File: src/rtl/coproc_arb_pkg.sv
package coproc_arb_pkg;

   localparam int ARB_ST_W = 2;
   localparam int RELEASE_BIT = 0;
   localparam int REQUEST_BIT = 1;

   typedef enum logic [ARB_ST_W-1:0] {
      ARB_HELD      = 2'b00,
      ARB_RUNNING   = 2'b01,
      ARB_HELD_REQ  = 2'b10,
      ARB_GRANTED   = 2'b11
   } arb_state_t;

endpackage

File: src/rtl/cab_state.sv
module cab_state
   import coproc_arb_pkg::*;
(
   input  logic       clk,
   input  logic       rst_n,
   input  logic       req_we,
   input  logic       req_bit,
   input  logic       rls_we,
   input  logic       rls_bit,
   output arb_state_t state_q,
   output arb_state_t state_d,
   output logic       release_evt
);

   logic [ARB_ST_W-1:0] nxt;

   always_comb begin
      nxt = state_q;
      if (req_we) nxt[REQUEST_BIT] = req_bit;
      if (rls_we) nxt[RELEASE_BIT] = rls_bit;
      state_d = arb_state_t'(nxt);
   end

   // Release taken while reset was still held (from state 0 or 2).
   assign release_evt = rls_we & rls_bit & ~state_q[RELEASE_BIT];

   always_ff @(posedge clk or negedge rst_n) begin
      if (!rst_n) state_q <= ARB_HELD;
      else        state_q <= state_d;
   end

endmodule

File: src/rtl/cab_outputs.sv
module cab_outputs
   import coproc_arb_pkg::*;
(
   input  logic       clk,
   input  logic       rst_n,
   input  arb_state_t state_d,
   input  logic       release_evt,
   output logic       run_q,
   output logic       grant_q,
   output logic       pulse_q,
   output logic       snd_q
);

   always_ff @(posedge clk or negedge rst_n) begin
      if (!rst_n) begin
         run_q   <= 1'b0;
         grant_q <= 1'b0;
         pulse_q <= 1'b0;
         snd_q   <= 1'b1;
      end else begin
         run_q   <= (state_d == ARB_RUNNING);
         grant_q <= (state_d == ARB_GRANTED);
         pulse_q <= release_evt;
         snd_q   <= ~state_d[RELEASE_BIT] | release_evt;
      end
   end

endmodule

File: src/rtl/cab_window.sv
module cab_window #(
   parameter int                DATA_W   = 8,
   parameter logic [DATA_W-1:0] OPEN_BUS = '1
) (
   input  logic              grant,
   input  logic              host_wr_en,
   input  logic [DATA_W-1:0] sub_rd_data,
   output logic [DATA_W-1:0] host_rd_data,
   output logic              sub_wr_en
);

   for (genvar b = 0; b < DATA_W; b++) begin : g_bit
      assign host_rd_data[b] = grant ? sub_rd_data[b] : OPEN_BUS[b];
   end

   assign sub_wr_en = grant & host_wr_en;

endmodule

File: src/rtl/coproc_bus_arbiter.sv
module coproc_bus_arbiter
   import coproc_arb_pkg::*;
#(
   parameter int                DATA_W   = 8,
   parameter logic [DATA_W-1:0] OPEN_BUS = '1
) (
   input  logic              clk,
   input  logic              rst_n,
   input  logic              ctl_req_we,
   input  logic              ctl_req_bit,
   input  logic              ctl_rst_we,
   input  logic              ctl_rst_bit,
   input  logic              host_wr_en,
   input  logic [DATA_W-1:0] sub_rd_data,
   output logic              sub_run,
   output logic              sub_grant,
   output logic              sub_rst_pulse,
   output logic              snd_rst,
   output logic [DATA_W-1:0] host_rd_data,
   output logic              sub_wr_en
);

   if (DATA_W < 1 || DATA_W > 64) begin : g_bad_width
      $error("coproc_bus_arbiter: DATA_W out of range");
   end

   arb_state_t state_q, state_d;
   logic       release_evt;

   cab_state u_state (
      .clk         (clk),
      .rst_n       (rst_n),
      .req_we      (ctl_req_we),
      .req_bit     (ctl_req_bit),
      .rls_we      (ctl_rst_we),
      .rls_bit     (ctl_rst_bit),
      .state_q     (state_q),
      .state_d     (state_d),
      .release_evt (release_evt)
   );

   cab_outputs u_out (
      .clk         (clk),
      .rst_n       (rst_n),
      .state_d     (state_d),
      .release_evt (release_evt),
      .run_q       (sub_run),
      .grant_q     (sub_grant),
      .pulse_q     (sub_rst_pulse),
      .snd_q       (snd_rst)
   );

   cab_window #(.DATA_W(DATA_W), .OPEN_BUS(OPEN_BUS)) u_win (
      .grant        (sub_grant),
      .host_wr_en   (host_wr_en),
      .sub_rd_data  (sub_rd_data),
      .host_rd_data (host_rd_data),
      .sub_wr_en    (sub_wr_en)
   );

endmodule

File: config.mk
export PLATFORM = sky130hd
export DESIGN_NAME = coproc_bus_arbiter
export DESIGN_NICKNAME = d
export VERILOG_FILES = /design/src/rtl/coproc_arb_pkg.sv /design/src/rtl/cab_state.sv /design/src/rtl/cab_outputs.sv /design/src/rtl/cab_window.sv /design/src/rtl/coproc_bus_arbiter.sv
export SDC_FILE = /design/constraint.sdc
export NUM_CORES = 1
export LEC_CHECK = 0
export BUFFER_PORTS_ARGS = -buffer_cell sky130_fd_sc_hd__buf_4
export CORE_AREA = 2 2 39 41
export DETAILED_ROUTE_END_ITERATION = 8
export DIE_AREA = 0 0 41 43
export PLACE_DENSITY_LB_ADDON = 0.25
export SLEW_MARGIN = 20
export SYNTH_ARGS = -nofsm -noshare
export SYNTH_HDL_FRONTEND = slang
export SYNTH_SLANG_ARGS = --single-unit
File: constraint.sdc
create_clock -name clk -period 1.24 [get_ports clk]
set_clock_uncertainty 0.2 [all_clocks]
set_input_delay 0.124 -clock clk [delete_from_list [all_inputs] [get_ports clk]]
set_output_delay 0.124 -clock clk [all_outputs]
set_load 0.02 [all_outputs]
==> impl_summary.md, run 1 <==
STA
Headroom to the max-slew limit came out at 81.85%. The pin slew with the least headroom to its limit is 0.2647 ns. The achievable frequency is 0.7336 GHz.

Setup slack on the critical path of the routed design comes to -0.1232 ns. The minimum clock period after layout is 1.363 ns. The final-layout setup total negative slack is -0.7786 ns. Setup violations remaining at the end of the flow were counted as 9. Setup repair after global routing could not meet its margin everywhere.

The max-slew violation total from the final report came to 0. The number of failing hold endpoints at the final stage is 0. In the finished design, the share of the clock period the worst path needs comes to 109.9%. The worst slack on hold paths is 0.03241 ns.

Layout
In the final layout, the multi-input gates occupy 111.4 um^2. In the layout the commonest cells are sky130_fd_sc_hd__buf_4 (20), sky130_fd_sc_hd__buf_6 (9), sky130_fd_sc_hd__nand2b_1 (6), sky130_fd_sc_hd__dlygate4sd3_1 (5), sky130_fd_sc_hd__dfrtp_1 (5). Once layout is complete, the utilization of the core stands at 44.94%.

The area of all placed cells without fillers is 621.8 um^2. For this run, the number of standard cells in the final layout without fillers is 79. At the end of the flow, the number of nets in the layout was 79. In the final layout, the share of cells above drive strength 1 is 53.97%. The layout has 141 filler cells. The most common cell after layout, fill and taps aside is sky130_fd_sc_hd__buf_4. The antenna diode count is 0. From synthesis to final layout, the design area changed by 137.8%. Summing all flip-flop and latch instances after layout gives 151.4 um^2.

Power
The design draws 0.6218 mW. The leakage dissipation is 0.3137 nW. In this run the power density over the cells is 1000 nW/um^2. The worst-case IR drop observed on VDD is 715.9 uV.

Clock network
TritonCTS built the clock tree. The clock latency on the worst-skew pair is 0.25 ns. After clock tree synthesis, the clock-pin slew on the worst setup and hold paths is 0.05 ns. The clock sink count is 6.

The clock passes through at most 2 buffers. CTS built an H-tree with a depth of 1. The clock tree root driver cell is sky130_fd_sc_hd__clkbuf_4.

The number of clock buffers added by TritonCTS is 3.

Outcome
The checks that failed: setup timing. The run finished, with violations left.

Placed design
The instance area at placement is 491.7 um^2. The port buffer count is 27. Routability-driven placement finished with a final weighted congestion of 0.6110. The minimum setup slack after placement is 0.1077 ns.

The detailed placement HPWL is 540.8 um. Counting tap cells, the placed design contains a total of 69 instances.

Floorplanning
The number of ports placed on the die boundary is 28. From bottom edge to top edge, the die measures 43 um. The area of the core is 1384 um^2. The starting utilization of the core area is 18.90%. The die boundary width is 41 um. The placement row count is 14. The die outline area is 1763 um^2.

Setup path
The top cell family by delay on the critical path is flip-flops. The number of buffers and inverters on the critical path is 1. Measured in cells, the most critical reg-to-reg path has a length of 2.

The startpoint type of the worst setup path is a register. The type of destination of the critical path is an output port. The setup check on the worst reg-to-reg path leaves a slack of 0.23 ns. The maximum fanout along the worst path is 6.

The launching instance or port of the critical path is u_out.grant_q. The critical path goes through or2b_1 -> buf_6. The worst setup path category is register to output port.

The depth of the critical timing path with buffers and inverters included is 2. The critical register-to-register path startpoint is u_state.state_q[0]. The slowest library cell on the worst path is sky130_fd_sc_hd__dfrtp_1.

The worst register-to-register path ends at u_out.run_q. The maximum single-stage delay on the critical path is 0.40 ns. The required arrival time at the worst endpoint is 0.92 ns. The critical path arrival is 1.04 ns. In this run the worst setup path terminates at host_rd_data[0].

Logic synthesis
The number of library cell types mapped by synthesis is 10. The synthesized netlist occupies a cell area of 261.5 um^2. Counting every instance in the synthesized netlist gives 25. The number of nets in the synthesized netlist is 40.

A synthesized cell averages 10.46 um^2. After synthesis the netlist holds a flip-flop and latch count of 6. The number of warning messages in the yosys log is 0. The sequential cell area fraction in the yosys report is 57.89%.

Routing
The routed design has 724 um of wire. The final route contains 322 vias. After detailed routing, the number of vias per cell comes to 4.076. After the first detailed-routing iteration, the DRC count stood at 4. The post-detailed-route count of antenna-violating nets is 0.

The final routed DRC violation total is 0. The average wire per cell in the routed design is 9.165 um. The first-pass iteration count of the detailed router is 4.

Hold path
The type of the most critical hold path is primary input to async pin.

GRT
The largest net degree at the start of global routing is 7. The via count of the first global-routing pass is 263. The all-layer global routing usage is 8.797%. The total grt overflow is 0. The number of antenna violations at the first check in global routing is 0. The first global-routing pass estimated 986 um of wire.

Run
The count of maximum capacitance violations is 0.
[metal layers]
layer | global-route usage, % | wire, um
met1 | 8.224 | 208
met2 | 13.13 | 323
met3 | 8.901 | 192
met4 | 2.000 | 0
met5 | 0 | 0
[power by group]
| group | total (mW) | internal (mW) | switching, mW |
|---|---|---|---|
| logic | 0.200 | 0.114 | 0.0854 |
| registers | 0.228 | 0.217 | 0.0109 |
| clock network | 0.194 | 0.122 | 0.0724 |
| total | 0.622 | 0.453 | 0.169 |
[timing repair]
item,in CTS,in global routing
hold endpoints to repair,12,0
setup endpoints to repair,8,11
hold buffers,5,0
setup buffers,1,0
gates resized for setup,7,4
[worst min path at each step]
stage	from	end	slack, ns
after CTS	rst_n	u_state.state_q[1]	0.03
final	rst_n	u_out.grant_q	0.03
after global routing	rst_n	u_out.grant_q	0.05
after detailed placement	rst_n	u_state.state_q[1]	-0.27
after floorplan	rst_n	u_out.grant_q	-0.37
after global placement	rst_n	u_state.state_q[1]	-0.27
[registers in the layout, indices dropped and copies added, names as in the netlist]
register and cells:
u_out.snd_q 1, u_state.state_q 2, u_out.run_q 1, u_out.pulse_q 1, u_out.grant_q 1
[worst reg2reg max path: cells and delay by family, from the launching register on]
kind	cells	cell delay, ns
flops	1	0.39
simple gates	1	0.07
mux	1	0.24
[cell type report]
type | count | share of cell area (%)
Clock buffer | 4 | 4.225
Timing Repair Buffer | 34 | 48.49
Sequential cell | 6 | 24.35
Tap cell | 16 | 3.219
Multi-Input combinational cell | 16 | 17.91
Inverter | 3 | 1.811
[cells in the mapped netlist (all sizes together)]
cell / instances / area share (%)
mux2i: 2 / 7.7
nand2: 1 / 1.4
dfstp: 1 / 10
dfrtp: 5 / 48
nand2b: 6 / 14
and2: 1 / 2.4
inv: 3 / 4.3
nor2: 3 / 4.3
or2b: 2 / 5.7
o21ai: 1 / 1.9
[kinds of logic after synthesis]
kind of cell	count (synthesis)	share of synthesized area, %
and+or+nand+nor	13	28.23
DFF	6	57.90
muxes	2	7.656
AOI/OAI and AO/OA	1	1.912
buffers and inverters	3	4.306
Note: power is estimated with default switching activity, not from simulation.
==> inputs of run 2 (changes only) <==
--- a/config.mk
+++ b/config.mk
@@ -7,6 +7,7 @@
 export LEC_CHECK = 0
 export BUFFER_PORTS_ARGS = -buffer_cell sky130_fd_sc_hd__buf_4
 export CORE_AREA = 2 2 39 41
+export CTS_BUF_LIST = sky130_fd_sc_hd__clkbuf_8
 export DETAILED_ROUTE_END_ITERATION = 8
 export DIE_AREA = 0 0 41 43
 export PLACE_DENSITY_LB_ADDON = 0.25
==> run 2 against run 1 <==
Effect of this change: the run ends with hold timing, setup timing left; sequential power hardly changed; global-route usage is 0.11 points lower; non-clock buffer count unchanged; sequential cell count unchanged; maximum frequency is 2.1% higher; design area increased by 4.0%; setup slack improved by 0.027 ns; critical path type unchanged.
==> impl_summary.md, run 2 (synthesized netlist as in run 1, its figures left out) <==
Placed design
The weighted congestion at the end of routability-driven global placement is 0.6110 (unchanged). The instance area at placement came to 491.7 um^2 (unchanged). The port buffer count was 27 (unchanged). The placed cell count is 69 (unchanged). The detailed placement HPWL is 540.8 um (unchanged). The minimum setup slack after placement was 0.1077 ns (unchanged).

Floorplanning
The number of ports placed on the die boundary came to 28 (unchanged). The die boundary width was 41 um (unchanged). The y dimension of the die came to 43 um (unchanged). The die outline area came to 1763 um^2 (unchanged).

The starting utilization of the core area is 18.90% (unchanged). The placement row count is 14 (unchanged). The area of the core is 1384 um^2 (unchanged).

STA
The pin slew with the least headroom to its limit was 0.2396 ns (-0.02510 ns). The final-layout setup total negative slack is -0.5301 ns (+0.2484 ns). The headroom to the max-slew limit is 83.71% (+1.9 points). The number of failing hold endpoints at the final stage was 1 (+1). The max-slew violation total from the final report is 0 (unchanged).

The minimum clock period after layout is 1.336 ns (-0.02746 ns). Setup repair after global routing could not meet its margin everywhere. The achievable frequency is 0.7486 GHz (+2.1%). The final worst-path setup slack is -0.09575 ns (+0.02746 ns). The final-report setup violation count is 9 (unchanged). The final critical-path share of the clock period came to 107.7% (-2.2 points). The worst slack on hold paths was -0.02411 ns (-0.05653 ns).

Routing
The number of vias in the routed layout was 320 (-0.62%). The number of DRC markers in iteration 0 is 3 (-1). The post-detailed-route count of antenna-violating nets came to 0 (unchanged). The first-pass iteration count of the detailed router is 2 (-2). The average wire per cell in the routed design came to 9.304 um (+1.5%). The mean number of vias per cell came to 4.051 (-0.62%). The final routed DRC violation total is 0 (unchanged).

The routed wire length was 735 um (+1.5%).

Setup path
STA classifies the critical path endpoint as an output port. In this run the critical register-to-register path is launched from u_state.state_q[0]. In this run the worst setup path terminates at host_rd_data[0]. The capture instance of the worst register-to-register path is u_out.run_q.

In this design, the largest share of critical-path delay is due to flip-flops. The worst path buffer plus inverter count was 1 (unchanged). The signal on the critical path passes through or2b_1 -> buf_6.

The critical path starts at u_out.grant_q. STA classifies the critical path startpoint as a register. The critical path arrival is 1.01 ns (-0.03 ns). The worst reg2reg path depth is 2 (unchanged). The maximum fanout along the worst path came to 6 (unchanged). The worst reg-to-reg setup slack came to 0.23 ns (about the same). The depth of the critical timing path with buffers and inverters included is 2 (unchanged). The worst setup path category is register to output port. The required arrival time at the worst endpoint was 0.92 ns (about the same). Among all stages on the critical path, the largest delay is contributed by sky130_fd_sc_hd__dfrtp_1. The maximum single-stage delay on the critical path is 0.40 ns (about the same).

Hold path
The start point of the worst min-delay path is ctl_rst_we. The worst hold path belongs to the class primary input to register.

Power
The worst vdd rail ir drop is 932.4 uV (+30%). The post-layout total power is 0.7286 mW (+17%). The leakage dissipation is 0.3228 nW (+2.9%). The power density normalized to cell area came to 1126 nW/um^2 (+13%).

Layout
More flip-flops sit in one register than any other, and that register is u_state.state_q. The area taken by multi-input logic gates came to 117.6 um^2 (+5.6%). The fraction of the core area covered by cells at the end of the flow is 46.75% (+1.8 points). The post-layout instance count excluding filler cells is 79 (unchanged). The antenna diode count was 0 (unchanged).

The share of cells above drive strength 1 is 58.73% (+4.8 points). The number of filler cells placed in the layout is 143 (+1.4%). The number of flip-flops in the largest register is 2 (unchanged). The library cell used most frequently in the layout, excluding fill and tap cells, is sky130_fd_sc_hd__buf_4. The library cells used most frequently in the layout, excluding fill and tap cells, are sky130_fd_sc_hd__buf_4 (20), sky130_fd_sc_hd__buf_6 (9), sky130_fd_sc_hd__nand2b_1 (6), sky130_fd_sc_hd__dlygate4sd3_1 (5), sky130_fd_sc_hd__dfrtp_1 (5). The sequential cell area is 151.4 um^2 (unchanged). The post-synthesis to final-layout area growth is 147.4%. The number of nets in the final layout is 79 (unchanged). The area of all placed cells without fillers is 646.9 um^2 (+4.0%).

GRT
The global-route wire length before repair is 993 um (+0.71%). The largest net degree at the start of global routing is 7 (unchanged). The all-layer global routing usage is 8.687% (-0.11 points). The total grt overflow came to 0 (unchanged). The via count of the first global-routing pass is 269 (+2.3%). The number of antenna violations at the first check in global routing is 0 (unchanged).

Clock network
The clock slew at the register clock pins of the worst setup and hold paths is 0.04 ns (about the same). The maximum root-to-sink buffer count is 2 (unchanged). The total clock buffers created by CTS is 3 (unchanged). The number of H-tree levels is 1 (unchanged).

The clock tree root driver cell is sky130_fd_sc_hd__clkbuf_8. The hold buffer count at cts is 5 (unchanged). The TritonCTS clock tree is built. The clock sink count is 6 (unchanged).

The clock latency on the worst-skew pair came to 0.22 ns (-0.03 ns).

Run
The count of maximum capacitance violations came to 0 (unchanged).

Outcome
The flow ran to the end, but the final reports show violations. The checks that failed: hold timing, setup timing.
## run 2: final cells by class
cell class              count  area share, %
repair buffers             34          46.62
flip-flops and latches      6          23.40
inverters                   3          1.741
clock inverters             1         0.5803
multi-input cells          16          18.18
clock buffers               3          6.383
well taps                  16          3.095
## run 2: where the power goes
group          total [mW]  switching, mW  internal (mW)
combinational       0.204         0.0875          0.117
clock               0.295         0.0827          0.212
sequential          0.229         0.0117          0.217
## run 2: worst min-delay path by stage
stage                                    end  depth (start not counted)
final                     u_state.state_q[0]                          3
after global routing      u_state.state_q[0]                          3
after CTS                 u_state.state_q[0]                          3
after detailed placement  u_state.state_q[1]                          1
after global placement    u_state.state_q[1]                          1
after floorplan                u_out.grant_q                          0
## run 2: worst register-to-register path: cells and delay by family (launching register included)
family / cells / cell delay [ns]
DFF: 1 / 0.39
muxes: 1 / 0.23
and+or+nand+nor: 1 / 0.07
## run 2: routing by layer
metal | up-vias | track usage [%] | routed length [um]
li1 | 151 | - | -
met3 | 0 | 8.901 | 193
met5 | - | 0 | 0
met1 | 141 | 7.541 | 210
met4 | 0 | 0 | 0
met2 | 28 | 14.37 | 331
## run 2: timing repair
action	CTS	global route
buffers inserted	1	0
gates cloned	0	0
hold endpoints to repair	11	1
pin swaps	0	1
gates resized for setup	7	7
endpoints found under the setup margin	7	13
